$ cat src/rtl/fsrx_pkg.sv
package fsrx_pkg;
  // encoded as {dm, dp}
  typedef enum logic [1:0] {
    LS_SE0 = 2'b00,
    LS_J   = 2'b01,
    LS_K   = 2'b10,
    LS_SE1 = 2'b11
  } line_e;

  typedef enum logic [1:0] {
    FR_IDLE,
    FR_SYNC,
    FR_DATA,
    FR_ABORT
  } fr_state_e;
endpackage

$ cat src/rtl/fsrx_line.sv
module fsrx_line
  import fsrx_pkg::*;
(
  input  logic  clk_i,
  input  logic  rst_ni,
  input  logic  dp_i,
  input  logic  dm_i,
  output line_e line_o,
  output logic  edge_o
);
  line_e st_q;

  assign line_o = line_e'({dm_i, dp_i});
  assign edge_o = (line_o != st_q);

  always_ff @(posedge clk_i or negedge rst_ni) begin
    if (!rst_ni) st_q <= LS_J;
    else         st_q <= line_o;
  end
endmodule

$ cat src/rtl/fsrx_nco.sv
module fsrx_nco #(
  parameter int ACC_W = 16
) (
  input  logic             clk_i,
  input  logic             rst_ni,
  input  logic [ACC_W-1:0] inc_i,
  input  logic             edge_i,
  output logic             sample_o
);
  localparam logic [ACC_W-1:0] HALF = ACC_W'(1) << (ACC_W - 1);

  logic [ACC_W-1:0] acc_q;
  logic [ACC_W:0]   sum;

  assign sum      = {1'b0, acc_q} + {1'b0, inc_i};
  // an edge takes priority over a due carry
  assign sample_o = sum[ACC_W] & ~edge_i;

  always_ff @(posedge clk_i or negedge rst_ni) begin
    if (!rst_ni)     acc_q <= '0;
    else if (edge_i) acc_q <= HALF;
    else             acc_q <= sum[ACC_W-1:0];
  end


  wrap_residue_chk: assert property (@(posedge clk_i) disable iff (!rst_ni)
    sample_o |=> (acc_q < $past(inc_i)));
endmodule

$ cat src/rtl/fsrx_destuff.sv
module fsrx_destuff
  import fsrx_pkg::*;
#(
  parameter int RUN_MAX = 6
) (
  input  logic  clk_i,
  input  logic  rst_ni,
  input  logic  smp_i,
  input  line_e line_i,
  input  logic  clr_i,
  output logic  bit_vld_o,
  output logic  bit_o,
  output logic  stuff_err_o
);
  localparam int RUN_W = $clog2(RUN_MAX + 1);

  line_e            prev_q, prev_eff;
  logic [RUN_W-1:0] run_q, run_eff;
  logic             is_data, dec, at_stuff;

  assign is_data     = smp_i && (line_i == LS_J || line_i == LS_K);
  assign prev_eff    = clr_i ? LS_J : prev_q;
  assign run_eff     = clr_i ? '0 : run_q;
  assign dec         = (line_i == prev_eff);
  assign at_stuff    = (run_eff == RUN_W'(RUN_MAX));
  assign bit_vld_o   = is_data && !at_stuff;
  assign bit_o       = dec;
  assign stuff_err_o = is_data && at_stuff && dec;

  always_ff @(posedge clk_i or negedge rst_ni) begin
    if (!rst_ni) begin
      prev_q <= LS_J;
      run_q  <= '0;
    end else if (is_data) begin
      prev_q <= line_i;
      if (at_stuff || !dec) run_q <= '0;
      else                  run_q <= run_eff + RUN_W'(1);
    end else if (clr_i) begin
      prev_q <= LS_J;
      run_q  <= '0;
    end
  end


  run_bound_chk: assert property (@(posedge clk_i) disable iff (!rst_ni)
    run_q <= RUN_W'(RUN_MAX));
endmodule

$ cat src/rtl/fsrx_framer.sv
module fsrx_framer
  import fsrx_pkg::*;
#(
  parameter int BYTE_W     = 8,
  parameter int SYNC_ZEROS = 7
) (
  input  logic              clk_i,
  input  logic              rst_ni,
  input  logic              smp_i,
  input  line_e             line_i,
  input  logic              bit_vld_i,
  input  logic              bit_i,
  input  logic              stuff_err_i,
  output logic              clr_o,
  output logic [BYTE_W-1:0] byte_o,
  output logic              byte_valid_o,
  output logic              pkt_start_o,
  output logic              pkt_end_o,
  output logic              err_o
);
  localparam int CNT_MAX = (BYTE_W > SYNC_ZEROS) ? BYTE_W : SYNC_ZEROS;
  localparam int CNT_W   = $clog2(CNT_MAX + 1);

  fr_state_e         st_q;
  logic [CNT_W-1:0]  cnt_q;
  logic [BYTE_W-1:0] sh_q, sh_nxt;
  logic              se0_q;
  logic              is_se0, is_se1;

  assign is_se0 = smp_i && (line_i == LS_SE0);
  assign is_se1 = smp_i && (line_i == LS_SE1);
  assign clr_o  = (st_q == FR_IDLE) || (st_q == FR_ABORT);
  assign sh_nxt = {bit_i, sh_q[BYTE_W-1:1]};

  always_ff @(posedge clk_i or negedge rst_ni) begin
    if (!rst_ni) begin
      st_q         <= FR_IDLE;
      cnt_q        <= '0;
      sh_q         <= '0;
      se0_q        <= 1'b0;
      byte_o       <= '0;
      byte_valid_o <= 1'b0;
      pkt_start_o  <= 1'b0;
      pkt_end_o    <= 1'b0;
      err_o        <= 1'b0;
    end else begin
      byte_valid_o <= 1'b0;
      pkt_start_o  <= 1'b0;
      pkt_end_o    <= 1'b0;
      err_o        <= 1'b0;
      unique case (st_q)
        FR_IDLE: begin
          if (is_se1) begin
            err_o <= 1'b1;
            st_q  <= FR_ABORT;
          end else if (bit_vld_i && !bit_i) begin
            st_q  <= FR_SYNC;
            cnt_q <= CNT_W'(1);
          end
        end
        FR_SYNC: begin
          if (is_se1 || stuff_err_i) begin
            err_o <= 1'b1;
            st_q  <= FR_ABORT;
          end else if (is_se0) begin
            st_q <= FR_IDLE;
          end else if (bit_vld_i) begin
            if (!bit_i) begin
              if (cnt_q == CNT_W'(SYNC_ZEROS)) st_q <= FR_ABORT;
              else                             cnt_q <= cnt_q + CNT_W'(1);
            end else if (cnt_q == CNT_W'(SYNC_ZEROS)) begin
              st_q        <= FR_DATA;
              pkt_start_o <= 1'b1;
              cnt_q       <= '0;
              se0_q       <= 1'b0;
            end else begin
              st_q <= FR_ABORT;
            end
          end
        end
        FR_DATA: begin
          if (is_se1 || stuff_err_i) begin
            err_o <= 1'b1;
            st_q  <= FR_ABORT;
          end else if (is_se0) begin
            if (se0_q) begin
              pkt_end_o <= 1'b1;
              st_q      <= FR_IDLE;
            end else begin
              se0_q <= 1'b1;
            end
          end else if (smp_i && se0_q) begin
            // SE0 shorter than two bit times
            err_o <= 1'b1;
            st_q  <= FR_ABORT;
          end else if (bit_vld_i) begin
            sh_q <= sh_nxt;
            if (cnt_q == CNT_W'(BYTE_W - 1)) begin
              byte_o       <= sh_nxt;
              byte_valid_o <= 1'b1;
              cnt_q        <= '0;
            end else begin
              cnt_q <= cnt_q + CNT_W'(1);
            end
          end
        end
        FR_ABORT: begin
          if (smp_i && line_i == LS_J) st_q <= FR_IDLE;
        end
        default: st_q <= FR_IDLE;
      endcase
    end
  end


  one_event_chk: assert property (@(posedge clk_i) disable iff (!rst_ni)
    $onehot0({byte_valid_o, pkt_start_o, pkt_end_o, err_o}));

  start_enters_data_chk: assert property (@(posedge clk_i) disable iff (!rst_ni)
    pkt_start_o |-> (st_q == FR_DATA));

  illegal_state_err_chk: assert property (@(posedge clk_i) disable iff (!rst_ni)
    (is_se1 && st_q != FR_ABORT) |=> err_o);

  byte_only_in_data_chk: assert property (@(posedge clk_i) disable iff (!rst_ni)
    byte_valid_o |-> ($past(st_q) == FR_DATA));
endmodule

$ cat src/rtl/fs_rx_front.sv
module fs_rx_front
  import fsrx_pkg::*;
#(
  parameter int ACC_W      = 16,
  parameter int BYTE_W     = 8,
  parameter int SYNC_ZEROS = 7,
  parameter int RUN_MAX    = 6
) (
  input  logic              clk_i,
  input  logic              rst_ni,
  input  logic              dp_i,
  input  logic              dm_i,
  input  logic [ACC_W-1:0]  phase_inc_i,
  output logic [BYTE_W-1:0] byte_o,
  output logic              byte_valid_o,
  output logic              pkt_start_o,
  output logic              pkt_end_o,
  output logic              err_o
);
  line_e line;
  logic  line_edge, smp, clr, bit_vld, bit_val, stuff_err;

  fsrx_line u_line (
    .clk_i  (clk_i),
    .rst_ni (rst_ni),
    .dp_i   (dp_i),
    .dm_i   (dm_i),
    .line_o (line),
    .edge_o (line_edge)
  );

  fsrx_nco #(.ACC_W(ACC_W)) u_nco (
    .clk_i    (clk_i),
    .rst_ni   (rst_ni),
    .inc_i    (phase_inc_i),
    .edge_i   (line_edge),
    .sample_o (smp)
  );

  fsrx_destuff #(.RUN_MAX(RUN_MAX)) u_destuff (
    .clk_i       (clk_i),
    .rst_ni      (rst_ni),
    .smp_i       (smp),
    .line_i      (line),
    .clr_i       (clr),
    .bit_vld_o   (bit_vld),
    .bit_o       (bit_val),
    .stuff_err_o (stuff_err)
  );

  fsrx_framer #(.BYTE_W(BYTE_W), .SYNC_ZEROS(SYNC_ZEROS)) u_framer (
    .clk_i        (clk_i),
    .rst_ni       (rst_ni),
    .smp_i        (smp),
    .line_i       (line),
    .bit_vld_i    (bit_vld),
    .bit_i        (bit_val),
    .stuff_err_i  (stuff_err),
    .clr_o        (clr),
    .byte_o       (byte_o),
    .byte_valid_o (byte_valid_o),
    .pkt_start_o  (pkt_start_o),
    .pkt_end_o    (pkt_end_o),
    .err_o        (err_o)
  );


  eop_from_se0_chk: assert property (@(posedge clk_i) disable iff (!rst_ni)
    pkt_end_o |-> (!$past(dp_i) && !$past(dm_i)));
endmodule

$ cat config.mk
export PLATFORM = sky130hd
export DESIGN_NAME = fs_rx_front
export DESIGN_NICKNAME = d
export VERILOG_FILES = /design/src/rtl/fsrx_pkg.sv /design/src/rtl/fsrx_line.sv /design/src/rtl/fsrx_nco.sv /design/src/rtl/fsrx_destuff.sv /design/src/rtl/fsrx_framer.sv /design/src/rtl/fs_rx_front.sv
export SDC_FILE = /design/constraint.sdc
export NUM_CORES = 1
export LEC_CHECK = 0
export ABC_CLOCK_PERIOD_IN_PS = 8000
export BUFFER_PORTS_ARGS = -buffer_cell sky130_fd_sc_hd__buf_2
export CAP_MARGIN = 40
export CORE_AREA = 4 4 141 75
export DETAILED_ROUTE_END_ITERATION = 16
export DIE_AREA = 0 0 145 79
export PLACE_DENSITY = 0.52
export SYNTH_ARGS = -nofsm -noshare
export SYNTH_HDL_FRONTEND = slang
export SYNTH_SLANG_ARGS = --single-unit
$ cat constraint.sdc
create_clock -name clk_i -period 8 [get_ports clk_i]
set_clock_uncertainty 0.05 [all_clocks]
set_input_delay 0.8 -clock clk_i [delete_from_list [all_inputs] [get_ports clk_i]]
set_output_delay 0.8 -clock clk_i [all_outputs]
set_load 0.02 [all_outputs]
==> key figures <==
Outcome
  – Status: finished, final reports clean

Logic synthesis
  – Register area share after synthesis: 0.384
  – Synth warn: 0
  – Synth Register Bits: 49
  – Post-synthesis instance total: 318
  – Fraction of registers with async set or reset after synthesis: 1.00
  – EDFF count, synth: 0
  – Cell variety after synth: 71
  – Mean Syn Cell Area: 10.1 um^2
  – Post-Syn Nets: 365
  – Synthesized area: 0.00320 mm^2
  – Top_reg_cell synth: dfrtp_1

STA
  – Max-slew violations: 0
  – Rel. slew slack: 0.561
  – RSZ-0062 raised after global routing: no
  – Final setup vio count: 0
  – Max Fclk: 0.275 GHz
  – Crit path time final: 3630 ps
  – Setup tns final: 0 ps
  – Slew @ Worst Pin: 658 ps
  – Crit share post-route: 0.454
  – Final Hold Viols: 0

Clock network
  – Clk_lat worst skew: 290 ps
  – Number of H-tree levels: 2
  – CTS root buf: clkbuf_16
  – Post-CTS Hold Buffers: 0
  – Clock transition at path regs: 70 ps
  – CTS tree: yes
  – CTS max path bufs: 2
  – CTS Sinks: 49
  – Quantity of gates resized following cts: 0
  – Post-CTS setup buffer count: 0
  – Inserted Clock Buffers: 5

Power and ir drop
  – Static leakage: 1.77 nW
  – Worst vdd ir: 85.0 uV
  – PD cells: 234 mW/mm^2
  – Total design power: 0.834 mW

Critical path
  – Req. time, crit path: 8130 ps
  – Critical R2R Launch: u_framer.st_q[0]
  – Kind of critical path: reg -> reg
  – Crit-path max FO: 14
  – Worst path most repeated cell: or2_1
  – CP Cell Sequence: inv_1 -> ha_1 -> or4b_1 -> o22ai_2 -> or2_1 -> a31oi_2 -> and2_4 -> nand3_4 -> or2_1 -> mux2_4
  – Launch point of the critical path: u_framer.st_q[0]
  – Setup crit end kind: register
  – Slowest stage delay, CP: 570 ps
  – Slowest CP cell: ha_1
  – FF-to-FF path depth: 10
  – CP Data Arrival Time: 3760 ps
  – Startpoint Class: register

Cells and area
  – Fill cells: 915
  – Proportion of layout cells with a drive suffix above 1: 0.210
  – Ant diodes: 0
  – Area grow syn2layout: 11.6%
  – Nets: 393
  – Reg area: 0.00123 mm^2
  – Multi-input logic area: 0.00182 mm^2
  – Cell Count, Final, Fillers Out: 468

Floorplanning
  – Row count: 25
  – Die Y: 79 um
  – I/O Pins: 32
  – Die width: 145 um
  – Die ar.: 0.0115 mm^2
  – Total core area: 0.00929 mm^2
  – Initial core utilization: 0.344

Global routing
  – First-pass GRT wire length: 11600 um
  – Total grt overflow: 0
  – Initial antenna violation count: 0
  – Vias in the first global route: 2355
  – Gr usage total: 0.124
  – Largest net degree at the start of global routing: 50

Placement
  – Gp weighted congestion: 0.871
  – Port Buffer Count: 31
  – Hpwl dp: 4960 um
  – Placed Cells: 460

Detailed routing
  – DRC viols: 0
  – Initial DRC count: 154
  – Drt pass-1 iters: 4
  – Vias/cell: 5.10
  – Routed wire length: 6770 um
  – Via count: 2385
  – Post-DRT Antenna Nets: 0
  – Wire per inst: 14.5 um

Hold path
  – Worst hold path type: reg -> reg
  – Hold path cells: 1
  – Min-delay src: u_framer.byte_o[3]

Run
  – MaxCap Viol Count: 0
==> Yosys cell counts (3+ instances only) <==
library cell	count	area, um^2
a21o_1	10	75.1
a21oi_1	11	55.1
a31oi_1	6	37.5
and2_1	3	18.8
and3_1	5	31.3
dfrtp_1	47	1180
ha_1	26	325
inv_1	16	60.1
mux2_2	6	67.6
mux2_4	8	120
nand2_1	25	93.8
nand2b_1	5	31.3
nand3_1	9	45.0
nor2_1	26	97.6
nor2b_1	4	25.0
nor3_1	8	40.0
o21a_1	3	22.5
o21ai_0	19	95.1
xnor2_1	8	70.1
xor2_1	6	52.6
==> final cells by class <==
class / count / area share
Multi-Input combinational cell: 242 / 0.510
Sequential cell: 49 / 0.344
Timing Repair Buffer: 32 / 0.0456
Tap cell: 121 / 0.0424
Clock buffer: 5 / 0.0351
Inverter: 16 / 0.0168
Clock inverter: 3 / 0.00596
==> cell usage in the layout (no fill, tap or decap), types with 3 or more instances in the layout <==
cell type and instances:
nor3_1 8, a31oi_1 6, a21o_1 10, o21a_1 3
o21ai_0 19, and3_1 5, nand3_1 9, clkbuf_16 5
xnor2_1 8, ha_1 26, xor2_1 6, mux2_2 6
buf_2 31, and2_1 3, nand2_1 25, mux2_4 8
nor2_1 26, nand2b_1 5, nor2b_1 4, inv_1 16
a21oi_1 11, dfrtp_1 47
==> through the flow <==
step	hold slack (ps)	setup slack [ps]	utilization	instance area (um^2)
floorplan	410	4600	-	3200
global placement	438	4290	0.368	3420
detailed placement	440	4190	0.368	3420
CTS	457	4350	0.384	3570
global route	474	4150	0.384	3570
finish	457	4370	0.384	3570
==> metal layers <==
| layer | vias up | track usage | wire length (um) |
|---|---|---|---|
| li1 | 1192 | - | - |
| met1 | 1132 | 0.170 | 3480 |
| met2 | 54 | 0.198 | 2960 |
| met3 | 7 | 0.0291 | 240 |
| met5 | - | 0 | 0 |
| met4 | 0 | 0.0370 | 86 |
==> cell families (layout without fill, tap and decap cells) <==
group | after synthesis | after routing | synth area share
xor+xnor | 14 | 14 | 0.0384
compound gates | 81 | 81 | 0.188
buf+inv | 27 | 56 | 0.0470
fa+ha+maj | 27 | 27 | 0.108
mux | 16 | 16 | 0.0658
simple gates | 104 | 104 | 0.168
flops | 49 | 49 | 0.384
==> registers in the layout (all words and copies together), names as in the netlist <==
| name | count |
|---|---|
| u_nco.acc_q | 16 |
| u_framer.st_q | 2 |
| u_line.st_q | 2 |
| u_framer.pkt_start_o | 1 |
| u_framer.byte_o | 8 |
| u_framer.se0_q | 1 |
| u_framer.err_o | 1 |
| u_destuff.run_q | 3 |
| u_destuff.prev_q | 2 |
| u_framer.byte_valid_o | 1 |
| u_framer.cnt_q | 4 |
| u_framer.sh_q | 7 |
| u_framer.pkt_end_o | 1 |
==> path summary, 6_finish.rpt <==
check | end | slack [ps]
setup / recovery | u_framer.byte_o[5] | 4370
hold / removal | u_framer.byte_o[3] | 460
setup reg to reg | u_framer.byte_o[5] | 4370
hold reg to reg | u_framer.byte_o[3] | 460
max in group asynchronous | u_nco.acc_q[14] | 6890
min in group asynchronous | u_destuff.run_q[0] | 570
==> report_power, final <==
group | switching, mW | internal [mW]
sequential | 0.0173 | 0.274
combinational | 0.192 | 0.135
clock | 0.0982 | 0.117
==> worst max-delay path: cells and delay by family (launching register included) <==
family | cells | cell delay, ps
simple gates | 5 | 1670
fa+ha+maj | 1 | 570
flops | 1 | 400
compound gates | 2 | 390
mux | 1 | 340
buf+inv | 1 | 80
Power figures use the tool's default switching activity.
